===== src/rtl/pw_rx_pkg.sv =====
// pw_rx_pkg: shared widths, address map and the size-code function for the
// port-write capture buffer. Assumes byte addressing with 32-bit words.
package pw_rx_pkg;
    localparam int DATA_W    = 32;
    localparam int ADDR_W    = 20;
    localparam int BUF_WORDS = 16;
    localparam int IDX_W     = $clog2(BUF_WORDS);
    localparam int SIZE_W    = 4;
    localparam int SIZE_MAX  = (1 << SIZE_W) - 1;
    // the counter must reach the word count at which the code saturates
    localparam int CNT_W     = $clog2(2 * SIZE_MAX + 2);
    localparam int CNT_MAX   = (1 << CNT_W) - 1;

    localparam logic [ADDR_W-1:0] CTRL_ADDR = 20'h10250;
    localparam logic [ADDR_W-1:0] STAT_ADDR = 20'h10254;
    localparam logic [ADDR_W-1:0] BUF_ADDR  = 20'h10260;

    localparam int CTRL_EN_BIT   = 0;
    localparam int CTRL_CLR_BIT  = 1;
    localparam int STAT_BUSY_BIT = 0;
    localparam int STAT_SIZE_LSB = 2;

    // Double-word size code for a count of received words; 0 encodes one word.
    function automatic logic [SIZE_W-1:0] size_code(input logic [CNT_W-1:0] words);
        logic [CNT_W:0] dw;
        dw = ({1'b0, words} + 1'b1) >> 1;
        if (words <= 1)
            return '0;
        else if (dw > (CNT_W+1)'(SIZE_MAX))
            return SIZE_W'(SIZE_MAX);
        else
            return dw[SIZE_W-1:0];
    endfunction
endpackage


===== src/rtl/pw_rx_capture_ctl.sv =====
// pw_rx_capture_ctl: decides acceptance of a packet, tracks the capture in
// progress and holds busy and the size code. Assumes in_sop and in_eop are
// only meaningful while in_valid is high; a clear is a one-cycle pulse.
module pw_rx_capture_ctl
    import pw_rx_pkg::*;
(
    input  logic              clk,
    input  logic              rst_n,
    input  logic              in_valid,
    input  logic              in_sop,
    input  logic              in_eop,
    input  logic              enable,
    input  logic              clear,
    output logic              busy,
    output logic [SIZE_W-1:0] size,
    output logic              wr_en,
    output logic [IDX_W-1:0]  wr_idx
);
    localparam logic [CNT_W-1:0] CNT_LIMIT = CNT_W'(BUF_WORDS);
    localparam logic [CNT_W-1:0] CNT_TOP   = CNT_W'(CNT_MAX);

    logic             capturing;
    logic [CNT_W-1:0] cnt;
    logic [CNT_W-1:0] cnt_next;
    logic             sop_beat;
    logic             accept;
    logic             cont;

    // classify the current beat: new accepted packet or continuation
    always_comb begin
        sop_beat = in_valid && in_sop;
        accept   = sop_beat && enable && (clear || !busy);
        cont     = in_valid && !in_sop && capturing && !clear;
        cnt_next = (cnt == CNT_TOP) ? cnt : cnt + 1'b1;
        wr_en    = accept || (cont && (cnt < CNT_LIMIT));
        wr_idx   = accept ? '0 : cnt[IDX_W-1:0];
    end

    // capture state: clear first, then an accepted start or a continuation
    always_ff @(posedge clk) begin
        if (!rst_n) begin
            busy      <= 1'b0;
            capturing <= 1'b0;
            cnt       <= '0;
            size      <= '0;
        end else begin
            if (clear) begin
                busy      <= 1'b0;
                capturing <= 1'b0;
                size      <= '0;
            end
            if (accept) begin
                busy      <= 1'b1;
                cnt       <= CNT_W'(1);
                capturing <= !in_eop;
                size      <= in_eop ? size_code(CNT_W'(1)) : '0;
            end else if (cont) begin
                cnt <= cnt_next;
                if (in_eop) begin
                    capturing <= 1'b0;
                    size      <= size_code(cnt_next);
                end
            end
        end
    end

    assert_busy_start_R4: assert property (@(posedge clk) disable iff (!rst_n)
        $rose(busy) |-> $past(in_valid && in_sop && enable));
    assert_disabled_drop_R2: assert property (@(posedge clk) disable iff (!rst_n)
        (in_valid && in_sop && !enable && !busy) |=> !busy);
    assert_clear_R7: assert property (@(posedge clk) disable iff (!rst_n)
        (clear && !(in_valid && in_sop && enable)) |=> (!busy && size == '0));
    assert_clear_then_start_R10: assert property (@(posedge clk) disable iff (!rst_n)
        (clear && in_valid && in_sop && enable) |=> busy);
    assert_size_idle_R6: assert property (@(posedge clk) disable iff (!rst_n)
        !busy |-> (size == '0));
    assert_busy_drop_R8: assert property (@(posedge clk) disable iff (!rst_n)
        (busy && !clear && in_valid && in_sop) |=> ($stable(size) && busy));
endmodule


===== src/rtl/pw_rx_word_store.sv =====
// pw_rx_word_store: the payload word array with one write port and one
// combinational read port. Storage has no reset; unwritten words are unknown.
module pw_rx_word_store
    import pw_rx_pkg::*;
(
    input  logic              clk,
    input  logic              wr_en,
    input  logic [IDX_W-1:0]  wr_idx,
    input  logic [DATA_W-1:0] wr_data,
    input  logic [IDX_W-1:0]  rd_idx,
    output logic [DATA_W-1:0] rd_data
);
    logic [DATA_W-1:0] words [BUF_WORDS];

    for (genvar g = 0; g < BUF_WORDS; g++) begin : g_word
        // one payload word, loaded when its index is written
        always_ff @(posedge clk) begin
            if (wr_en && (wr_idx == IDX_W'(g)))
                words[g] <= wr_data;
        end
    end

    // read port selects the addressed word
    always_comb rd_data = words[rd_idx];
endmodule


===== src/rtl/pw_rx_host_regs.sv =====
// pw_rx_host_regs: host address decode, the control register and the read
// mux. Assumes word-aligned accesses; anything unmapped reads as zero.
module pw_rx_host_regs
    import pw_rx_pkg::*;
(
    input  logic              clk,
    input  logic              rst_n,
    input  logic [ADDR_W-1:0] host_addr,
    input  logic              host_we,
    input  logic [DATA_W-1:0] host_wdata,
    input  logic              busy,
    input  logic [SIZE_W-1:0] size,
    input  logic [DATA_W-1:0] buf_word,
    output logic [IDX_W-1:0]  buf_idx,
    output logic              enable,
    output logic              clear,
    output logic [DATA_W-1:0] host_rdata
);
    localparam logic [ADDR_W-1:0] BUF_END = BUF_ADDR + ADDR_W'(4 * BUF_WORDS);

    logic              hit_ctrl;
    logic              hit_stat;
    logic              hit_buf;
    logic [ADDR_W-1:0] buf_ofs;

    // address decode
    always_comb begin
        hit_ctrl = (host_addr == CTRL_ADDR);
        hit_stat = (host_addr == STAT_ADDR);
        buf_ofs  = host_addr - BUF_ADDR;
        hit_buf  = (host_addr >= BUF_ADDR) && (host_addr < BUF_END) &&
                   (host_addr[1:0] == 2'b00);
        buf_idx  = buf_ofs[IDX_W+1:2];
        clear    = host_we && hit_ctrl && host_wdata[CTRL_CLR_BIT];
    end

    // enable bit of the control register
    always_ff @(posedge clk) begin
        if (!rst_n)
            enable <= 1'b1;
        else if (host_we && hit_ctrl)
            enable <= host_wdata[CTRL_EN_BIT];
    end

    // read mux: control, status, buffer window, else zero
    always_comb begin
        host_rdata = '0;
        if (hit_ctrl) begin
            host_rdata[CTRL_EN_BIT] = enable;
        end else if (hit_stat) begin
            host_rdata[STAT_BUSY_BIT] = busy;
            host_rdata[STAT_SIZE_LSB +: SIZE_W] = size;
        end else if (hit_buf) begin
            host_rdata = buf_word;
        end
    end

    assert_enable_write_R2: assert property (@(posedge clk) disable iff (!rst_n)
        (host_we && hit_ctrl) |=> (enable == $past(host_wdata[CTRL_EN_BIT])));
    assert_enable_hold_R11: assert property (@(posedge clk) disable iff (!rst_n)
        !(host_we && hit_ctrl) |=> $stable(enable));
    assert_ctrl_read_R3: assert property (@(posedge clk) disable iff (!rst_n)
        hit_ctrl |-> (host_rdata[DATA_W-1:1] == '0));
endmodule


===== src/rtl/pw_rx_capture.sv =====
// pw_rx_capture: top of the received port-write capture buffer. Joins the
// capture control, the word store and the host register decode.
module pw_rx_capture
    import pw_rx_pkg::*;
(
    input  logic              clk,
    input  logic              rst_n,
    input  logic              in_valid,
    input  logic              in_sop,
    input  logic              in_eop,
    input  logic [DATA_W-1:0] in_data,
    input  logic [ADDR_W-1:0] host_addr,
    input  logic              host_we,
    input  logic [DATA_W-1:0] host_wdata,
    output logic [DATA_W-1:0] host_rdata
);
    logic              enable;
    logic              clear;
    logic              busy;
    logic [SIZE_W-1:0] size;
    logic              wr_en;
    logic [IDX_W-1:0]  wr_idx;
    logic [IDX_W-1:0]  rd_idx;
    logic [DATA_W-1:0] rd_data;

    pw_rx_capture_ctl u_ctl (
        .clk      (clk),
        .rst_n    (rst_n),
        .in_valid (in_valid),
        .in_sop   (in_sop),
        .in_eop   (in_eop),
        .enable   (enable),
        .clear    (clear),
        .busy     (busy),
        .size     (size),
        .wr_en    (wr_en),
        .wr_idx   (wr_idx)
    );

    pw_rx_word_store u_store (
        .clk     (clk),
        .wr_en   (wr_en),
        .wr_idx  (wr_idx),
        .wr_data (in_data),
        .rd_idx  (rd_idx),
        .rd_data (rd_data)
    );

    pw_rx_host_regs u_regs (
        .clk        (clk),
        .rst_n      (rst_n),
        .host_addr  (host_addr),
        .host_we    (host_we),
        .host_wdata (host_wdata),
        .busy       (busy),
        .size       (size),
        .buf_word   (rd_data),
        .buf_idx    (rd_idx),
        .enable     (enable),
        .clear      (clear),
        .host_rdata (host_rdata)
    );
endmodule


===== config.mk =====
export PLATFORM = sky130hd
export DESIGN_NAME = pw_rx_capture
export DESIGN_NICKNAME = d
export VERILOG_FILES = /design/src/rtl/pw_rx_pkg.sv /design/src/rtl/pw_rx_capture_ctl.sv /design/src/rtl/pw_rx_word_store.sv /design/src/rtl/pw_rx_host_regs.sv /design/src/rtl/pw_rx_capture.sv
export SDC_FILE = /design/constraint.sdc
export NUM_CORES = 1
export LEC_CHECK = 0
export BUFFER_PORTS_ARGS = -buffer_cell sky130_fd_sc_hd__buf_2
export CAP_MARGIN = 20
export CORE_MARGIN = 4
export CORE_UTILIZATION = 55
export CTS_BUF_LIST = sky130_fd_sc_hd__clkbuf_8
export CTS_CLUSTER_SIZE = 8
export DETAILED_ROUTE_END_ITERATION = 6
export GPL_ROUTABILITY_DRIVEN = 0
export HOLD_SLACK_MARGIN = 0.06
export PLACE_DENSITY = 0.73
export REMOVE_ABC_BUFFERS = 1
export SLEW_MARGIN = 20
export SYNTH_ARGS = -nofsm -noshare
export SYNTH_HDL_FRONTEND = slang
export SYNTH_SLANG_ARGS = --single-unit

===== constraint.sdc =====
create_clock -name clk -period 6.6 [get_ports clk]
set_input_delay 1.32 -clock clk [delete_from_list [all_inputs] [get_ports clk]]
set_output_delay 1.32 -clock clk [all_outputs]
set_load 0.05 [all_outputs]

; After elaboration in Yosys (flattened, before gate mapping)
; Memories as Yosys holds them, arrays and structs flattened.
; Index checks and enable logic that the tools add are counted.
[op_classes]
add_sub_neg = 3
order_cmp = 5
n_eq_ne = 18
n_mux = 99
bitwise = 1
n_reduce_logical = 53
[op_table]
columns = op, count
row1 = two-way mux 32 bit, 16
row2 = OR reduction 32 bit, 15
row3 = two-way mux 4 bit, 22
row4 = two-way mux 1 bit, 58
row5 = equality test 20 x 17 -> 1 bit (second input constant), 2
row6 = equality test 4 bit (second input constant), 8
row7 = two-way mux 31 bit, 1
row8 = logical AND 1 bit, 27
row9 = two-way mux 26 bit, 1
row10 = greater-or-equal comparator 20 x 17 -> 1 bit (second input constant), 1
row11 = < comparator 20 x 17 -> 1 bit (second input constant), 1
row12 = equality test 4 x 3 -> 1 bit (second input constant), 4
row13 = equality test 4 x 2 -> 1 bit (second input constant), 2
row14 = adder 5 x 1 -> 6 bit (second input constant), 1
row15 = subtractor 6 bit (second input constant), 1
row16 = adder 5 x 1 -> 5 bit (second input constant), 1
row17 = equality test 5 bit (second input constant), 1
row18 = > comparator 5 x 4 -> 1 bit (second input constant), 1
row19 = less-or-equal comparator 5 x 1 -> 1 bit (second input constant), 1
row20 = < comparator 5 bit (second input constant), 1
row21 = two-way mux 5 bit, 1
row22 = equality test 4 x 1 -> 1 bit (second input constant), 1
row23 = logical NOT 1 bit, 4
row24 = logical NOT 4 bit, 1
row25 = 5 further kinds, 7
[totals]
regBits = 12
ram_bits = 512
output_inout_bits = 32
mem_count = 1
[memory_table]
columns = memory, words, word_bits, rd, rd_clocked_by_memory_dff, write_ports, line_no
row1 = u_store.words, 16, 32, 1, 0, 1, pw_rx_word_store.sv:13  ; logic [DATA_W-1:0] words [BUF_WORDS];

; Longest topological paths before layout
[logic_depth]
word_depth = 26
depth_mapped = 8

; By module
; A second synthesis with hierarchy kept.
[unflattened]
cells_unflattened = 967
area_unflattened_um2 = 20449.6
[modules_own_cells]
columns = module, n_inst, cells_each, area_each_um2, seq_area_each_um2
row1 = pw_rx_word_store, 1, 806, 19194.7, 15374.7
row2 = pw_rx_capture_ctl, 1, 95, 795.8, 220.2
row3 = pw_rx_host_regs, 1, 66, 459.2, 20.0

; Least setup slack after synthesis
; OpenSTA, ideal clock, no wires.
[synth_timing]
path_type = input-to-reg
start = in host_addr[5]
end = mem u_store.words[1][0] (enable)
t_arrival_ns = 5.253
path_slack_ns = 0.846
cell_stages = 5
path_buffers = 1
cell_sequence = clkbuf_1 -> nor3_1 -> nand3_1 -> nand2_1 -> nor4_1
[synth_between]
elab_chain_len = 26
[synth_rtl]
columns = item, line_no
row1 = "start, declared", pw_rx_capture.sv:12  ; input logic [ADDR_W-1:0] host_addr,
row2 = equality test 20 x 17 -> 1 bit (*), pw_rx_host_regs.sv:28  ; hit_ctrl = (host_addr == CTRL_ADDR);
row3 = logical AND 1 bit (*) (2 in series), pw_rx_host_regs.sv:34  ; clear = host_we && hit_ctrl && host_wdata[CTRL_CLR_BIT];
row4 = logical OR 1 bit / logical NOT 1 bit (equally long branches), "pw_rx_capture_ctl.sv:32, pw_rx_capture_ctl.sv:33"
row5 = "logical AND 1 bit, on equally long branches", "pw_rx_capture_ctl.sv:32, pw_rx_capture_ctl.sv:33"
row6 = two-way mux 4 bit / logical AND 1 bit (equally long branches), "pw_rx_capture_ctl.sv:36, pw_rx_capture_ctl.sv:35"
row7 = equality test 4 x 1 -> 1 bit / logical OR 1 bit (equally long branches), "pw_rx_word_store.sv:18, pw_rx_capture_ctl.sv:35"
row8 = logical AND 1 bit, pw_rx_word_store.sv:18  ; if (wr_en && (wr_idx == IDX_W'(g)))
row9 = two-way mux 1 bit, pw_rx_word_store.sv:18
row10 = two-way mux 1 bit (implied by the code), pw_rx_word_store.sv:19  ; words[g] <= wr_data;
row11 = OR reduction 32 bit (no line), n/a
row12 = two-way mux 4 bit (no line) / two-way mux 1 bit (equally long branches) (15 in series), n/a
row13 = "end, declared", pw_rx_word_store.sv:13
; Mark *: on every way between the ends. The rest lies on a longest branch, timed or not.

; Worst setup path in the final report
[layout_timing]
start = in host_addr[8]
end = out host_rdata[0]
[layout_between]
elab_chain_len = 6
[layout_rtl]
columns = item, line_no
row1 = greater-or-equal comparator 20 x 17 -> 1 bit / < comparator 20 x 17 -> 1 bit (equally long branches), pw_rx_host_regs.sv:31  ; hit_buf = (host_addr >= BUF_ADDR) && (host_addr < BUF_END) &&
row2 = logical AND 1 bit (2 in series), pw_rx_host_regs.sv:31
row3 = two-way mux 32 bit, pw_rx_host_regs.sv:53  ; end else if (hit_buf) begin
row4 = two-way mux 1 bit, pw_rx_host_regs.sv:50  ; end else if (hit_stat) begin
row5 = two-way mux 1 bit (*), pw_rx_host_regs.sv:48  ; if (hit_ctrl) begin
row6 = "end, declared", pw_rx_capture.sv:15  ; output logic [DATA_W-1:0] host_rdata
; Marked as above.

==> impl_metrics.json <==
{
  "drive_gt1_frac": 0.368,
  "worst_setup_path_end_kind": "primary output",
  "grt_setup_unrepaired": "no",
  "wl_per_cell_um": 26.9,
  "fp.coreArea_um2": 36600,
  "cts-resized-gates": 0,
  "syn_area_per_cell_um2": 23.0,
  "synth_top_family_by_area": "multiplexers",
  "cts_made_buffers": 82,
  "power_density_nw_per_um2": 274,
  "synthesis.area_um2": 20400,
  "synth_cell_types": 45,
  "antennaDiodeCount": 0,
  "leakage_uw": 0.00749,
  "r2r-start": "u_ctl.capturing$_SDFF_PN0_",
  "power_uw": 6320,
  "synth_xor_area_frac": 0.00129,
  "irDropWorstVdd_mv": 0.132,
  "ant_nets": 0,
  "fmax_mhz": 189,
  "root_buffer": "clkbuf_8",
  "avgViaCountPerCell": 6.13,
  "maxSlewHeadroom": 0.438,
  "grt-ovfl-total": 0,
  "drt_iter0_drc": 904,
  "clk-insertion-delay-late_ns": 0.61,
  "status": "finished, final reports clean",
  "holdBufCountCts": 0,
  "setup_viol_count_final": 0,
  "clkSlewWorstSetupHoldPaths_ns": 0.06,
  "crit_type": "in -> out",
  "die_h_um": 201,
  "critPathLaunch": "host_addr[8]",
  "synthCells": 886,
  "slew_viol_final": 0,
  "ys.flop_type": "edfxtp_1",
  "cts_tree": "done",
  "most-common-layout-cells": "edfxtp_1, mux4_2, buf_2",
  "worstHoldStart": "u_ctl.size[1]$_SDFF_PP0_",
  "die_x_um": 201,
  "drt-total-wl_um": 42000,
  "dieArea_um2": 40200,
  "r2r_slack_ns": 3.56,
  "synth_compound_area_frac": 0.0117,
  "initial_utilization": 0.557,
  "grt_pass1_vias": 10100,
  "num_io_pins": 122,
  "fill_cells": 2419,
  "synth_fa_ha_area_frac": 0.00245,
  "synth-seq-cells": 524,
  "synth_mux_area_frac": 0.179,
  "final_common_cell": "edfxtp_1",
  "htree_num_levels": 3,
  "cts.sinks": 524,
  "clockBufferDepth": 3,
  "synth-simple-area-share": 0.0282,
  "ys_warn_count": 0,
  "arrival_ns": 3.98,
  "critPathRequiredTime_ns": 5.28,
  "grt_antenna_before_repair": 3,
  "vias": 9584,
  "area_delta_synth_final_pct": 13.0,
  "worst_clock_skew_ns": 0.0242,
  "fin_crit_ns": 5.30,
  "worst_pin_slew_ns": 0.843,
  "cp-start-kind": "input pin",
  "post-dp-hpwl_um": 22500,
  "synth_edf_count": 512,
  "min_path_type": "reg -> reg",
  "grt_max_degree": 52,
  "maxCapViolCount": 0,
  "tns_ns": 0,
  "fin_nets": 1141,
  "dr.pass1.iters": 5,
  "async_reset_ff_frac": 0,
  "place_inst": 1431,
  "finalCritPeriodShare": 0.803,
  "grt_pass1_wl_um": 63800,
  "io_buffers": 91,
  "cts_setup_buffers": 0,
  "fin_cells": 1563,
  "crit_fanout": 17,
  "rows": 70,
  "holdWs_ns": 0.473,
  "yosysSeqAreaShare": 0.766,
  "hold_viol_final": 0,
  "drcViolationCount": 0,
  "grt_usage": 0.212
}
==> critical path: stages <==
cell       delay, ns
buf_2           0.10
or4_4           0.54
nor4_4          0.56
o2111ai_4       0.58
buf_4           0.41
o22ai_1         0.18
buf_2           0.28
==> state kept, by name (all words and copies together) (netlist names) <==
signal / flops
u_ctl.cnt: 5
u_store.words: 512
u_ctl.size: 4
u_ctl.capturing: 1
u_regs.enable: 1
u_ctl.busy: 1
==> report_power, final <==
part | internal, uW | leakage [uW] | switching (uW)
Clock | 1200 | 0.000810 | 1170
Sequential | 3670 | 0.00471 | 4.93
Combinational | 135 | 0.00198 | 148
Total | 5000 | 0.00749 | 1330
==> cell usage after synthesis (2+ instances only) <==
cell type	number	area, um2
edfxtp_1	512	15400
mux4_2	160	3600
clkbuf_1	28	105
nor2b_1	28	175
buf_2	17	85.1
nand2_1	17	63.8
nor2_1	16	60.1
dfxtp_1	12	240
inv_1	12	45.0
a21oi_1	9	45.0
nand3_1	8	40.0
mux2i_1	5	50.1
nand4_1	5	31.3
nor4_1	5	31.3
ha_1	4	50.1
nand2b_1	4	25.0
o21ai_1	4	20.0
a211oi_1	3	22.5
o211ai_1	3	22.5
o21ai_0	3	15.0
a21boi_2	2	22.5
and3_1	2	12.5
and3b_1	2	17.5
o22ai_1	2	12.5
or4_4	2	22.5
xnor2_1	2	17.5
==> area by class of cell <==
type                            instances  area (um2)  share of cell area
Inverter                               12        45.0             0.00195
Clock buffer                           83        1140              0.0496
Multi-Input combinational cell        305        4670               0.203
Tap cell                              468         586              0.0254
Clock inverter                         49         239              0.0104
Timing Repair Buffer                  122         749              0.0325
Sequential cell                       524       15600               0.677
==> metrics by stage <==
| step | instance area (um2) | util | setup slack, ns |
|---|---|---|---|
| floorplan | 20200 | - | 1.06 |
| global placement | 21700 | 0.592 | 1.28 |
| detailed placement | 21700 | 0.592 | 1.26 |
| CTS | 23000 | 0.630 | 1.23 |
| global route | 23000 | 0.630 | 1.08 |
| finish | 23000 | 0.630 | 1.30 |
==> routing by layer <==
metal | up-vias | track usage | part of all wire | routed length (um)
li1 | 4092 | - | - | -
met1 | 5038 | 0.304 | 0.41 | 17200
met2 | 399 | 0.344 | 0.50 | 21200
met3 | 49 | 0.0475 | 0.073 | 3080
met4 | 6 | 0.0492 | 0.012 | 510
met5 | - | 0 | 0.00098 | 41
==> final timing paths <==
| check | end | depth (start not counted) |
|---|---|---|
| worst max register to register | u_store.words[14][17]$_DFFE_PP_ | 5 |
| worst min register to register | u_ctl.size[1]$_SDFF_PP0_ | 2 |
| worst min-delay path | u_ctl.size[1]$_SDFF_PP0_ | 2 |
| worst max-delay path | host_rdata[0] | 7 |
==> kinds of logic (layout without fill, tap and decap cells) <==
group / count (synthesis) / count (layout)
flip-flops: 524 / 524
multiplexers: 165 / 165
AND/OR/NAND/NOR: 99 / 99
buffers and inverters: 57 / 266
AO/OA/AOI/OAI: 34 / 34
adder cells (fa/ha/maj): 4 / 4
XOR/XNOR: 3 / 3
No activity file was read; power rests on OpenSTA's default activity.
